===== src/rtl/smbh_stat_pkg.sv =====
package smbh_stat_pkg;
  localparam int STAT_W = 16;
  typedef logic [STAT_W-1:0] stat_t;

  localparam int B_ABORT = 0;
  localparam int B_COLL  = 1;
  localparam int B_HBUSY = 3;
  localparam int B_NACK  = 2;
  localparam int B_DONE  = 4;
  localparam int B_TMO   = 5;
  localparam int B_SNOOP = 8;
  localparam int B_HSLV  = 9;
  localparam int B_ALERT = 10;
  localparam int B_BBUSY = 11;

  localparam stat_t HOST_GRP = stat_t'((1 << B_ABORT) | (1 << B_COLL) | (1 << B_NACK)
                                       | (1 << B_DONE) | (1 << B_TMO));
  localparam stat_t STICKY   = HOST_GRP | stat_t'((1 << B_SNOOP) | (1 << B_HSLV) | (1 << B_ALERT));
  localparam stat_t LIVE     = stat_t'((1 << B_HBUSY) | (1 << B_BBUSY));
  localparam stat_t RSVD     = ~(STICKY | LIVE);

  function automatic stat_t sticky_next(stat_t cur, stat_t set, stat_t clr);
    return STICKY & ((cur & ~clr) | set);
  endfunction

  function automatic logic irq_of(stat_t st, logic e_host, logic e_alert,
                                  logic e_hslv, logic e_snoop);
    return (e_host && |(st & HOST_GRP)) || (e_alert && st[B_ALERT])
        || (e_hslv && st[B_HSLV]) || (e_snoop && st[B_SNOOP]);
  endfunction
endpackage


===== src/rtl/smbh_pin_sync.sv =====
module smbh_pin_sync #(
  parameter int  STAGES    = 2,
  parameter logic IDLE_VAL = 1'b1
) (
  input  logic clk,
  input  logic rst_n,
  input  logic pin_in,
  output logic pin_sync
);
  logic [STAGES-1:0] chain;

  generate
    for (genvar s = 0; s < STAGES; s++) begin : g_stage
      if (s == 0) begin : g_first
        always_ff @(posedge clk or negedge rst_n) begin
          if (!rst_n) chain[0] <= IDLE_VAL;
          else        chain[0] <= pin_in;
        end
      end else begin : g_next
        always_ff @(posedge clk or negedge rst_n) begin
          if (!rst_n) chain[s] <= IDLE_VAL;
          else        chain[s] <= chain[s-1];
        end
      end
    end
  endgenerate

  assign pin_sync = chain[STAGES-1];
endmodule


===== src/rtl/smbh_stat_events.sv =====
module smbh_stat_events
  import smbh_stat_pkg::*;
(
  input  logic  clk,
  input  logic  rst_n,
  input  logic  bus_busy,
  input  logic  host_start,
  input  logic  other_start,
  input  logic  ev_done,
  input  logic  ev_nack,
  input  logic  ev_timeout,
  input  logic  ev_abort,
  input  logic  ev_hslv_match,
  input  logic  ev_snoop_match,
  input  logic  alert_sel,
  input  logic  alert_sync_n,
  output stat_t set_vec
);
  logic coll_hit;
  logic alert_hit;

  assign coll_hit  = host_start && other_start && !bus_busy;
  assign alert_hit = alert_sel && !alert_sync_n;

  always_comb begin
    set_vec          = '0;
    set_vec[B_ABORT] = ev_abort;
    set_vec[B_COLL]  = coll_hit;
    set_vec[B_NACK]  = ev_nack;
    set_vec[B_DONE]  = ev_done;
    set_vec[B_TMO]   = ev_timeout;
    set_vec[B_SNOOP] = ev_snoop_match;
    set_vec[B_HSLV]  = ev_hslv_match;
    set_vec[B_ALERT] = alert_hit;
  end

  // a start on a busy bus never raises the collision event
  a_r7_busy_no_coll: assert property (@(posedge clk) disable iff (!rst_n)
    bus_busy |-> !set_vec[B_COLL]);
  // a lone host start raises no collision
  a_r7_lone_start: assert property (@(posedge clk) disable iff (!rst_n)
    !other_start |-> !set_vec[B_COLL]);
  // alert cannot fire while the pin function is deselected
  a_r8_sel_gate: assert property (@(posedge clk) disable iff (!rst_n)
    !alert_sel |-> !set_vec[B_ALERT]);
endmodule


===== src/rtl/smbh_stat_sticky.sv =====
module smbh_stat_sticky
  import smbh_stat_pkg::*;
(
  input  logic  clk,
  input  logic  rst_n,
  input  stat_t set_vec,
  input  stat_t clr_vec,
  output stat_t q
);
  always_ff @(posedge clk or negedge rst_n) begin
    if (!rst_n) q <= '0;
    else        q <= sticky_next(q, set_vec, clr_vec);
  end

  generate
    for (genvar i = 0; i < STAT_W; i++) begin : g_bit
      if (STICKY[i]) begin : g_chk
        // a set event wins over a simultaneous clear
        a_r6_set_wins: assert property (@(posedge clk) disable iff (!rst_n)
          set_vec[i] |=> q[i]);
        // a clear without a set empties the bit
        a_r5_clear: assert property (@(posedge clk) disable iff (!rst_n)
          (clr_vec[i] && !set_vec[i]) |=> !q[i]);
        // with no set and no clear the bit holds
        a_r4_hold: assert property (@(posedge clk) disable iff (!rst_n)
          (!clr_vec[i] && !set_vec[i]) |=> $stable(q[i]));
      end else begin : g_fixed
        // non-sticky positions never store a 1
        a_r2_no_store: assert property (@(posedge clk) disable iff (!rst_n)
          !q[i]);
      end
    end
  endgenerate
endmodule


===== src/rtl/smbh_stat_irq.sv =====
module smbh_stat_irq
  import smbh_stat_pkg::*;
(
  input  logic  clk,
  input  logic  rst_n,
  input  stat_t status,
  input  logic  en_host,
  input  logic  en_alert,
  input  logic  en_hslv,
  input  logic  en_snoop,
  output logic  irq
);
  assign irq = irq_of(status, en_host, en_alert, en_hslv, en_snoop);

  // no enable, no request
  a_r9_all_off: assert property (@(posedge clk) disable iff (!rst_n)
    (!en_host && !en_alert && !en_hslv && !en_snoop) |-> !irq);
  // an enabled pending host error always requests
  a_r9_host_req: assert property (@(posedge clk) disable iff (!rst_n)
    (en_host && (status & HOST_GRP) != '0) |-> irq);
endmodule


===== src/rtl/smbh_stat_top.sv =====
module smbh_stat_top
  import smbh_stat_pkg::*;
#(
  parameter int SYNC_STAGES = 2
) (
  input  logic        clk,
  input  logic        rst_n,
  input  logic        reg_wr_en,
  input  logic [15:0] reg_wr_data,
  output logic [15:0] reg_rd_data,
  input  logic        bus_busy,
  input  logic        host_busy,
  input  logic        host_start,
  input  logic        other_start,
  input  logic        ev_done,
  input  logic        ev_nack,
  input  logic        ev_timeout,
  input  logic        ev_abort,
  input  logic        ev_hslv_match,
  input  logic        ev_snoop_match,
  input  logic        alert_sel,
  input  logic        alert_pin_n,
  input  logic        en_host,
  input  logic        en_alert,
  input  logic        en_hslv,
  input  logic        en_snoop,
  output logic        irq
);
  stat_t set_vec;
  stat_t clr_vec;
  stat_t sticky_q;
  stat_t live_vec;
  logic  alert_sync_n;

  smbh_pin_sync #(.STAGES(SYNC_STAGES), .IDLE_VAL(1'b1)) u_alert_sync (
    .clk(clk), .rst_n(rst_n), .pin_in(alert_pin_n), .pin_sync(alert_sync_n)
  );

  smbh_stat_events u_events (
    .clk(clk), .rst_n(rst_n), .bus_busy(bus_busy),
    .host_start(host_start), .other_start(other_start),
    .ev_done(ev_done), .ev_nack(ev_nack), .ev_timeout(ev_timeout),
    .ev_abort(ev_abort), .ev_hslv_match(ev_hslv_match),
    .ev_snoop_match(ev_snoop_match), .alert_sel(alert_sel),
    .alert_sync_n(alert_sync_n), .set_vec(set_vec)
  );

  assign clr_vec = reg_wr_en ? (stat_t'(reg_wr_data) & STICKY) : '0;

  smbh_stat_sticky u_sticky (
    .clk(clk), .rst_n(rst_n), .set_vec(set_vec), .clr_vec(clr_vec), .q(sticky_q)
  );

  always_comb begin
    live_vec          = '0;
    live_vec[B_BBUSY] = bus_busy;
    live_vec[B_HBUSY] = host_busy;
  end

  assign reg_rd_data = sticky_q | live_vec;

  smbh_stat_irq u_irq (
    .clk(clk), .rst_n(rst_n), .status(sticky_q),
    .en_host(en_host), .en_alert(en_alert), .en_hslv(en_hslv), .en_snoop(en_snoop),
    .irq(irq)
  );

  // reserved positions read zero
  a_r2_reserved_zero: assert property (@(posedge clk) disable iff (!rst_n)
    (reg_rd_data & RSVD) == '0);
  // busy bits track their inputs
  a_r3_live_busy: assert property (@(posedge clk) disable iff (!rst_n)
    reg_rd_data[B_BBUSY] == bus_busy && reg_rd_data[B_HBUSY] == host_busy);
  // a synchronized low with the function selected shows on the next cycle
  a_r8_alert_sets: assert property (@(posedge clk) disable iff (!rst_n)
    (alert_sel && !alert_sync_n) |=> reg_rd_data[B_ALERT]);
endmodule


===== config.mk =====
export PLATFORM = sky130hd
export DESIGN_NAME = smbh_stat_top
export DESIGN_NICKNAME = d
export VERILOG_FILES = /design/src/rtl/smbh_stat_pkg.sv /design/src/rtl/smbh_pin_sync.sv /design/src/rtl/smbh_stat_events.sv /design/src/rtl/smbh_stat_sticky.sv /design/src/rtl/smbh_stat_irq.sv /design/src/rtl/smbh_stat_top.sv
export SDC_FILE = /design/constraint.sdc
export NUM_CORES = 1
export LEC_CHECK = 0
export BUFFER_PORTS_ARGS = -buffer_cell sky130_fd_sc_hd__buf_2
export CAP_MARGIN = 15
export CORE_MARGIN = 1
export CORE_UTILIZATION = 31
export DETAILED_ROUTE_END_ITERATION = 12
export GPL_ROUTABILITY_DRIVEN = 0
export PLACE_DENSITY = 0.79
export SLEW_MARGIN = 20
export SYNTH_ARGS = -nofsm -noshare
export SYNTH_HDL_FRONTEND = slang
export SYNTH_SLANG_ARGS = --single-unit

===== constraint.sdc =====
create_clock -name clk -period 1.6 [get_ports clk]
set_input_delay 0.48 -clock clk [delete_from_list [all_inputs] [get_ports clk]]
set_output_delay 0.48 -clock clk [all_outputs]
set_load 0.01 [all_outputs]

Yosys cells after proc, flatten, opt, wreduce, memory -nomap -nowiden:

Index checks and enable logic that the tools add are counted.

* mux-type cells: 1
* reductions and logical operators: 13
* bitwise operators: 4

Operator list (count)
* 11-bit by 12-bit OR with 12-bit output: 1
* 11-bit bitwise AND: 1
* 11-bit 2-to-1 mux: 1
* 11-bit NOT: 1
* 11-bit OR: 1
* 1-bit logical AND: 7
* 5-bit OR reduction: 1
* 1-bit logical OR: 3
* 1-bit zero test: 2

* bits of input ports: 35
* output and inout bits: 17
* word-level logic and storage cells: 21
* register bits: 10

Longest topological paths before layout:

Gate-level depths: netlist of the first run.

* depth after elaboration: 5
* mapped depth: 4
* gate-level depth less buffers: 3

By module:

From an unflattened synthesis of the first run, not the netlist that was laid out.

* cell total of the unflattened synthesis: 69
* area total of the unflattened synthesis: 638.1 um2

By module, submodules not included
* smbh_stat_sticky: cells an instance 33, seq. area each 200.2 um2, times used 1, area an instance 354.1 um2
* smbh_stat_events: cells an instance 19, seq. area each 0.0 um2, times used 1, area an instance 138.9 um2
* smbh_stat_top: cells an instance 11, seq. area each 0.0 um2, times used 1, area an instance 66.3 um2
* smbh_pin_sync: cells an instance 2, seq. area each 52.6 um2, times used 1, area an instance 52.6 um2
* smbh_stat_irq: cells an instance 4, seq. area each 0.0 um2, times used 1, area an instance 26.3 um2

Worst setup path after synthesis of the first run:

OpenSTA, ideal clock, no wires.

* kind: register to output
* start point: register u_sticky.q[4]
* end point: output port irq
* cell stages (with the launch flop): 4
* setup slack: -4 ps
* required time: 1120 ps
* data arrival time: 1124 ps
* buffers on the path: 0
* cells stage by stage: dfrtp_1 or4_1 o21ai_1 nand2_1

* longest elaborated chain between the ends: 5

RTL lines
* start: declaration: line smbh_stat_sticky.sv:8 `output stat_t q`
* start signal: assignment: line smbh_stat_sticky.sv:12 `else q <= sticky_next(q, set_vec, clr_vec);`
* 5-bit OR reduction: line smbh_stat_pkg.sv:28 `return (e_host && |(st & HOST_GRP)) || (e_alert && st[B_ALERT])`
* 1-bit logical AND: line smbh_stat_pkg.sv:28
* 1-bit logical OR: line smbh_stat_pkg.sv:28
* 1-bit logical OR (2 in series): line smbh_stat_pkg.sv:29 `|| (e_hslv && st[B_HSLV]) || (e_snoop && st[B_SNOOP]);`
* end: declaration: line smbh_stat_top.sv:27 `output logic irq`

Every way passes these cells.

Worst setup path in the final report of the first run:

Same ends and word-level chain as after synthesis.

==> flow_metrics.py, run 1 <==
metrics = {
    "drt": {
        "routedWlPerCell_um": 9.41,
        "vias": 433,
        "ant_nets": 0,
        "drt_first_pass_iters": 4,
        "drc": 0,
        "routed_via_density": 4.37,
        "drt_wl_total_um": 932,
        "drt-initial-drc-count": 3,
    },
    "logic_synthesis": {
        "synthDistinctLibCells": 12,
        "synth_top_area_frac": 0.447,
        "ys_top_cells_by_area": "dfrtp_1 (45%), buf_4 (13%), dfstp_2 (12%)",
        "synth_area_um2": 448,
        "syn_inst": 44,
        "yosys.area.top_type": "dfrtp_1",
        "yosys_register_bits": 10,
        "ys_seq_area_frac": 0.564,
        "yosysWarnings": 0,
        "avgSynthCellArea_um2": 10.2,
    },
    "timing": {
        "hold_ws_ns": 0.0672,
        "timing.fmax_mhz": 509,
        "finalCritPeriodShare": 1.23,
        "setup_viol": 1,
        "finalHoldViolCount": 0,
        "period_needed_ns": 1.96,
        "drv_slew": 0,
        "rsz0062_at_grt": "true",
        "fin_skew_ns": 0.000153,
        "finalWorstSetupSlack_ns": -0.365,
    },
    "global_routing": {
        "grt_max_degree": 11,
        "grt_antenna_before_repair": 0,
        "overflow": 0,
        "grt_use_total": 0.126,
        "grt_pass1_wl_mm": 1.24,
        "first_global_vias": 331,
    },
    "clock_network": {
        "clock_sinks": 10,
        "htree_num_levels": 1,
        "numCtsBuffers": 3,
        "hold_buffers": 0,
        "root_buffer": "clkbuf_4",
        "clk_pin_slew_ns": 0.06,
        "cts_max_path_buffers": 2,
        "cts_tree": "built",
        "worstSkewPairLatency_ns": 0.26,
    },
    "floorplanning": {
        "pin_count": 52,
        "fp.dieH_um": 40.0,
        "start_util": 0.340,
        "dieArea_um2": 1600,
        "die_w_um": 40.0,
        "core_um2": 1320,
        "rows": 13,
    },
    "worst_setup_path": {
        "startpoint": "u_sticky.q[4]",
        "path_cells": "or4_4, o21ai_2, nand2_1, buf_2",
        "cp.arrival_ns": 1.48,
        "cp_data_required_time_ns": 1.12,
        "critPathMaxStageDelay_ns": 0.54,
        "endpoint_kind": "primary output",
        "reg2reg_to": "u_sticky.q[4]",
        "crit_fanout": 2,
        "path_class": "register to primary output",
        "r2r-start": "u_sticky.q[4]",
        "ff2ff_setup_slack_ns": 0.67,
        "reg2regPathDepth": 3,
        "startpoint_type": "register",
        "slowest_stage": "or4_4",
        "critPathCapture": "irq",
    },
    "final_layout": {
        "final_common_cell": "buf_2",
        "fin_nets": 120,
        "final_cell_mix": "buf_2 (35), nand2_1 (12), dfrtp_1 (8)",
        "regArea_um2": 253,
        "n_fill_cell": 130,
        "syn_to_final_growth_pct": 51.4,
        "multiInputGateArea_um2": 154,
        "drive_gt1_frac": 0.583,
        "n_antenna_cell": 0,
    },
    "pwr": {
        "peakVddDrop_uv": 521,
        "powerDensity_nw_per_um2": 905,
        "p_leak_nw": 0.363,
    },
    "place": {
        "preCtsSetupSlack_ns": -0.117,
        "io_buffer_count": 35,
    },
    "run": {
        "drv_cap": 0,
    },
    "run_status": {
        "outcome": "finished with violations",
        "violations": "setup timing",
    },
    "hold_path": {
        "worst_hold_path_type": "input port to async pin",
    },
}
-- repair_timing --
action | in CTS | in global routing
gates cloned | 0 | 0
setup buffers | 0 | 1
gates resized for setup | 2 | 0
setup endpoints to repair | 1 | 1
-- sequential cells by signal, summed over array words and instances, names as in the netlist --
| signal | cells |
|---|---|
| u_alert_sync.pin_sync | 1 |
| u_sticky.q | 8 |
| u_alert_sync.chain | 1 |
-- synthesized netlist by cell type --
master    count
inv_1         1
a21o_2        1
a222oi_1      1
a21o_1        5
or4_1         1
dfstp_2       2
o21ai_1       3
clkbuf_1      1
dfrtp_1       8
nand2_1      12
buf_4         8
conb_1        1
-- power by group --
part	switching (mW)	internal (mW)
Clock	0.0800	0.138
Sequential	0.0114	0.274
Combinational	0.0515	0.0595
Total	0.143	0.471
-- logic make-up (layout without fill, tap and decap cells) --
kind of cell,after synthesis,after routing,synth area share
DFF,10,10,0.564
AOI/OAI and AO/OA,10,10,0.159
and+or+nand+nor,13,13,0.117
other,1,6,0.00837
buffers and inverters,10,45,0.151
-- area by class of cell --
type                    count  area share
flip-flops and latches     10       0.373
inverters                   1     0.00554
repair buffers             40       0.314
well taps                  15      0.0277
clock buffers               4      0.0535
multi-input cells          29       0.227
-- worst min-delay path by stage --
stage,startpoint,end,cells after the start
final,rst_n,u_sticky.q[0],1
after global routing,rst_n,u_sticky.q[4],1
after CTS,rst_n,u_sticky.q[4],1
after detailed placement,rst_n,u_sticky.q[0],1
after global placement,rst_n,u_sticky.q[0],1
after floorplan,rst_n,u_sticky.q[0],0
-- through the flow --
step / power (mW) / setup TNS, ns / instances / util / cell area (um2)
floorplan: 0.343 / -0.00430 / 49 / - / 467
global placement: 0.394 / -0.0952 / 94 / 0.476 / 627
detailed placement: 0.398 / -0.117 / 94 / 0.476 / 627
CTS: 0.621 / -0.383 / 98 / 0.509 / 671
global route: 0.657 / -0.440 / 99 / 0.515 / 678
finish: 0.614 / -0.365 / 99 / 0.515 / 678
-- metal layers --
metal  wire length, um  GRT usage  vias to the layer above
li1                  -          -                      212
met1               333      0.117                      182
met2               478      0.226                       37
met3               111     0.0333                        2
met4                 9      0.103                        0
met5                 0          0                        -
-- worst max-delay path, delay by kind of cell (launching register included) --
family	cells	cell delay [ns]
and+or+nand+nor	2	0.59
DFF	1	0.38
buffers and inverters	1	0.14
AOI/OAI and AO/OA	1	0.12
(Power assumes the default switching activity.)
==> run 2: changes to the inputs <==
--- a/config.mk
+++ b/config.mk
@@ -8,11 +8,12 @@
 export BUFFER_PORTS_ARGS = -buffer_cell sky130_fd_sc_hd__buf_2
 export CAP_MARGIN = 15
 export CORE_MARGIN = 1
-export CORE_UTILIZATION = 31
+export CORE_UTILIZATION = 37
 export DETAILED_ROUTE_END_ITERATION = 12
 export GPL_ROUTABILITY_DRIVEN = 0
-export PLACE_DENSITY = 0.79
+export PLACE_DENSITY = 0.81
 export SLEW_MARGIN = 20
 export SYNTH_ARGS = -nofsm -noshare
 export SYNTH_HDL_FRONTEND = slang
+export SYNTH_HIERARCHICAL = 1
 export SYNTH_SLANG_ARGS = --single-unit
==> run 2 against run 1 <==
  * The run still ends with setup timing left
  * Worst hold slack worse by 0.0020 ns
  * Synthesized cell count up 34%
  * Sequential power about the same
  * Maximum frequency down 0.29%
  * Non-clock buffer count up 2
  * Die area up 6.4%
  * Sequential share of layout area down 3.3 points
  * Largest cell class unchanged
  * Design area up 9.8%
  * Flip-flop and latch count unchanged
  * Combinational power up 6%
  * Area after synthesis up 27%
  * Critical path depth unchanged
==> flow_metrics.py, run 2 <==
metrics = {
    "run": {
        "drv_cap": 0,
    },
    "clock_network": {
        "htree_num_levels": 1,
        "cts_tree": "built",
        "numCtsBuffers": 3,
        "clk_pin_slew_ns": 0.07,
        "clock_sinks": 10,
        "root_buffer": "clkbuf_4",
        "worstSkewPairLatency_ns": 0.25,
        "cts_resized": 0,
        "cts_max_path_buffers": 2,
    },
    "final_layout": {
        "fin_util": 0.545,
        "largest_reg_flops": 8,
        "final_common_cell": "buf_2",
        "n_antenna_cell": 0,
        "syn_to_final_growth_pct": 30.5,
        "fin_nets": 132,
        "drive_gt1_frac": 0.490,
        "final_cell_area_um2": 744,
        "regMostFlops": "u_sticky/q",
    },
    "worst_setup_path": {
        "crit_fanout": 2,
        "endpoint_kind": "primary output",
        "path_buf_inv": 1,
        "reg2reg_to": "u_sticky/q[2]",
        "slowest_stage": "or4_1",
        "crit_cells": 4,
        "critPathMaxStageDelay_ns": 0.51,
        "path_cells": "or4_1, o21ai_1, nand2_1, buf_2",
        "critPathTopFamily": "simple AND/OR/NAND/NOR gates",
        "ff2ff_setup_slack_ns": 0.73,
        "cp.arrival_ns": 1.49,
        "r2r-start": "u_sticky/q[2]",
        "startpoint_type": "register",
        "cp_data_required_time_ns": 1.12,
        "critPathCapture": "irq",
        "startpoint": "u_sticky/q[2]",
        "path_class": "register to primary output",
        "reg2regPathDepth": 3,
    },
    "timing": {
        "drv_slew": 0,
        "finalHoldViolCount": 0,
        "setup_viol": 1,
        "fin_skew_ns": 0.00000522,
        "finalWorstSetupSlack_ns": -0.371,
        "finalCritPeriodShare": 1.23,
        "timing.fmax_mhz": 507,
        "rsz0062_at_grt": "true",
        "period_needed_ns": 1.97,
    },
    "global_routing": {
        "grt_pass1_wl_mm": 1.50,
        "grt_util_met1": 0.152,
        "overflow": 0,
        "grt_use_met2": 0.238,
        "grt_antenna_before_repair": 0,
        "first_global_vias": 395,
        "met3_usage": 0.0326,
        "grt_use_total": 0.140,
        "top_usage_layer": "met2",
        "grt_max_degree": 11,
    },
    "logic_synthesis": {
        "yosysWarnings": 6,
        "synth_area_um2": 571,
        "syn_inst": 59,
        "avgSynthCellArea_um2": 9.67,
    },
    "floorplanning": {
        "core_um2": 1370,
        "dieArea_um2": 1700,
        "rows": 13,
        "start_util": 0.418,
        "die_w_um": 41.3,
        "fp.dieH_um": 41.3,
        "pin_count": 52,
    },
    "drt": {
        "drt_first_pass_iters": 4,
        "drt_wl_total_mm": 1.09,
        "vias": 467,
        "routed_via_density": 4.21,
        "routedWlPerCell_um": 9.80,
        "drt-initial-drc-count": 1,
        "drc": 0,
        "ant_nets": 0,
    },
    "place": {
        "dpl.hpwl_um": 901,
        "placed_area_um2": 696,
        "io_buffer_count": 37,
    },
    "pwr": {
        "powerDensity_nw_per_um2": 781,
        "peakVddDrop_uv": 432,
        "p_leak_nw": 0.405,
    },
    "run_status": {
        "violations": "setup timing",
        "outcome": "finished with violations",
    },
    "hold_path": {
        "worst_hold_path_type": "input port to async pin",
    },
}
run 2: how the worst min path moves through the flow:
stage          startpoint            end  slack [ns]  cells past startpoint
2_1_floorplan       rst_n  u_sticky/q[0]        0.18                      0
3_3_place_gp        rst_n  u_sticky/q[5]        0.35                      1
3_5_place_dp        rst_n  u_sticky/q[4]        0.35                      1
4_1_cts             rst_n  u_sticky/q[4]        0.07                      1
5_1_grt             rst_n  u_sticky/q[5]        0.07                      1
6_report            rst_n  u_sticky/q[4]        0.07                      1
run 2: per-stage QoR:
step                setup TNS [ns]  power [mW]  hold WS [ns]  std cells  worst slack [ns]
finish                      -0.371       0.581        0.0652        111            -0.371
CTS                         -0.408       0.586        0.0678        109            -0.408
global placement            -0.121       0.398         0.346        104            -0.121
global route                -0.441       0.618        0.0724        111            -0.441
floorplan                 -0.00451       0.364         0.184         66          -0.00451
detailed placement          -0.139       0.403         0.347        104            -0.139
run 2: area by class of cell:
cell class | instances | area [um2]
fillers | 138 | 622
flip-flops and latches | 10 | 253
repair buffers | 42 | 223
multi-input cells | 32 | 194
inverters | 8 | 30.0
clock buffers | 4 | 26.3
well taps | 15 | 18.8
run 2: metal layers:
metal,vias to the layer above,routed length [um]
li1,237,-
met1,204,445
met2,26,575
met3,0,68
met4,0,0
met5,-,0
run 2: timing repair:
action / in CTS / in global routing
setup buffers: 1 / 2
setup endpoints to repair: 1 / 1
hold buffers: 0 / 0
pin swaps: 2 / 1
cloned: 0 / 0
run 2: report_power, final:
group | total [mW] | switching [mW] | internal (mW) | leakage (nW)
Combinational | 0.118 | 0.0526 | 0.0659 | 0.286
Sequential | 0.286 | 0.0121 | 0.273 | 0.105
Clock | 0.177 | 0.0813 | 0.0958 | 0.0150
Total | 0.581 | 0.146 | 0.435 | 0.405
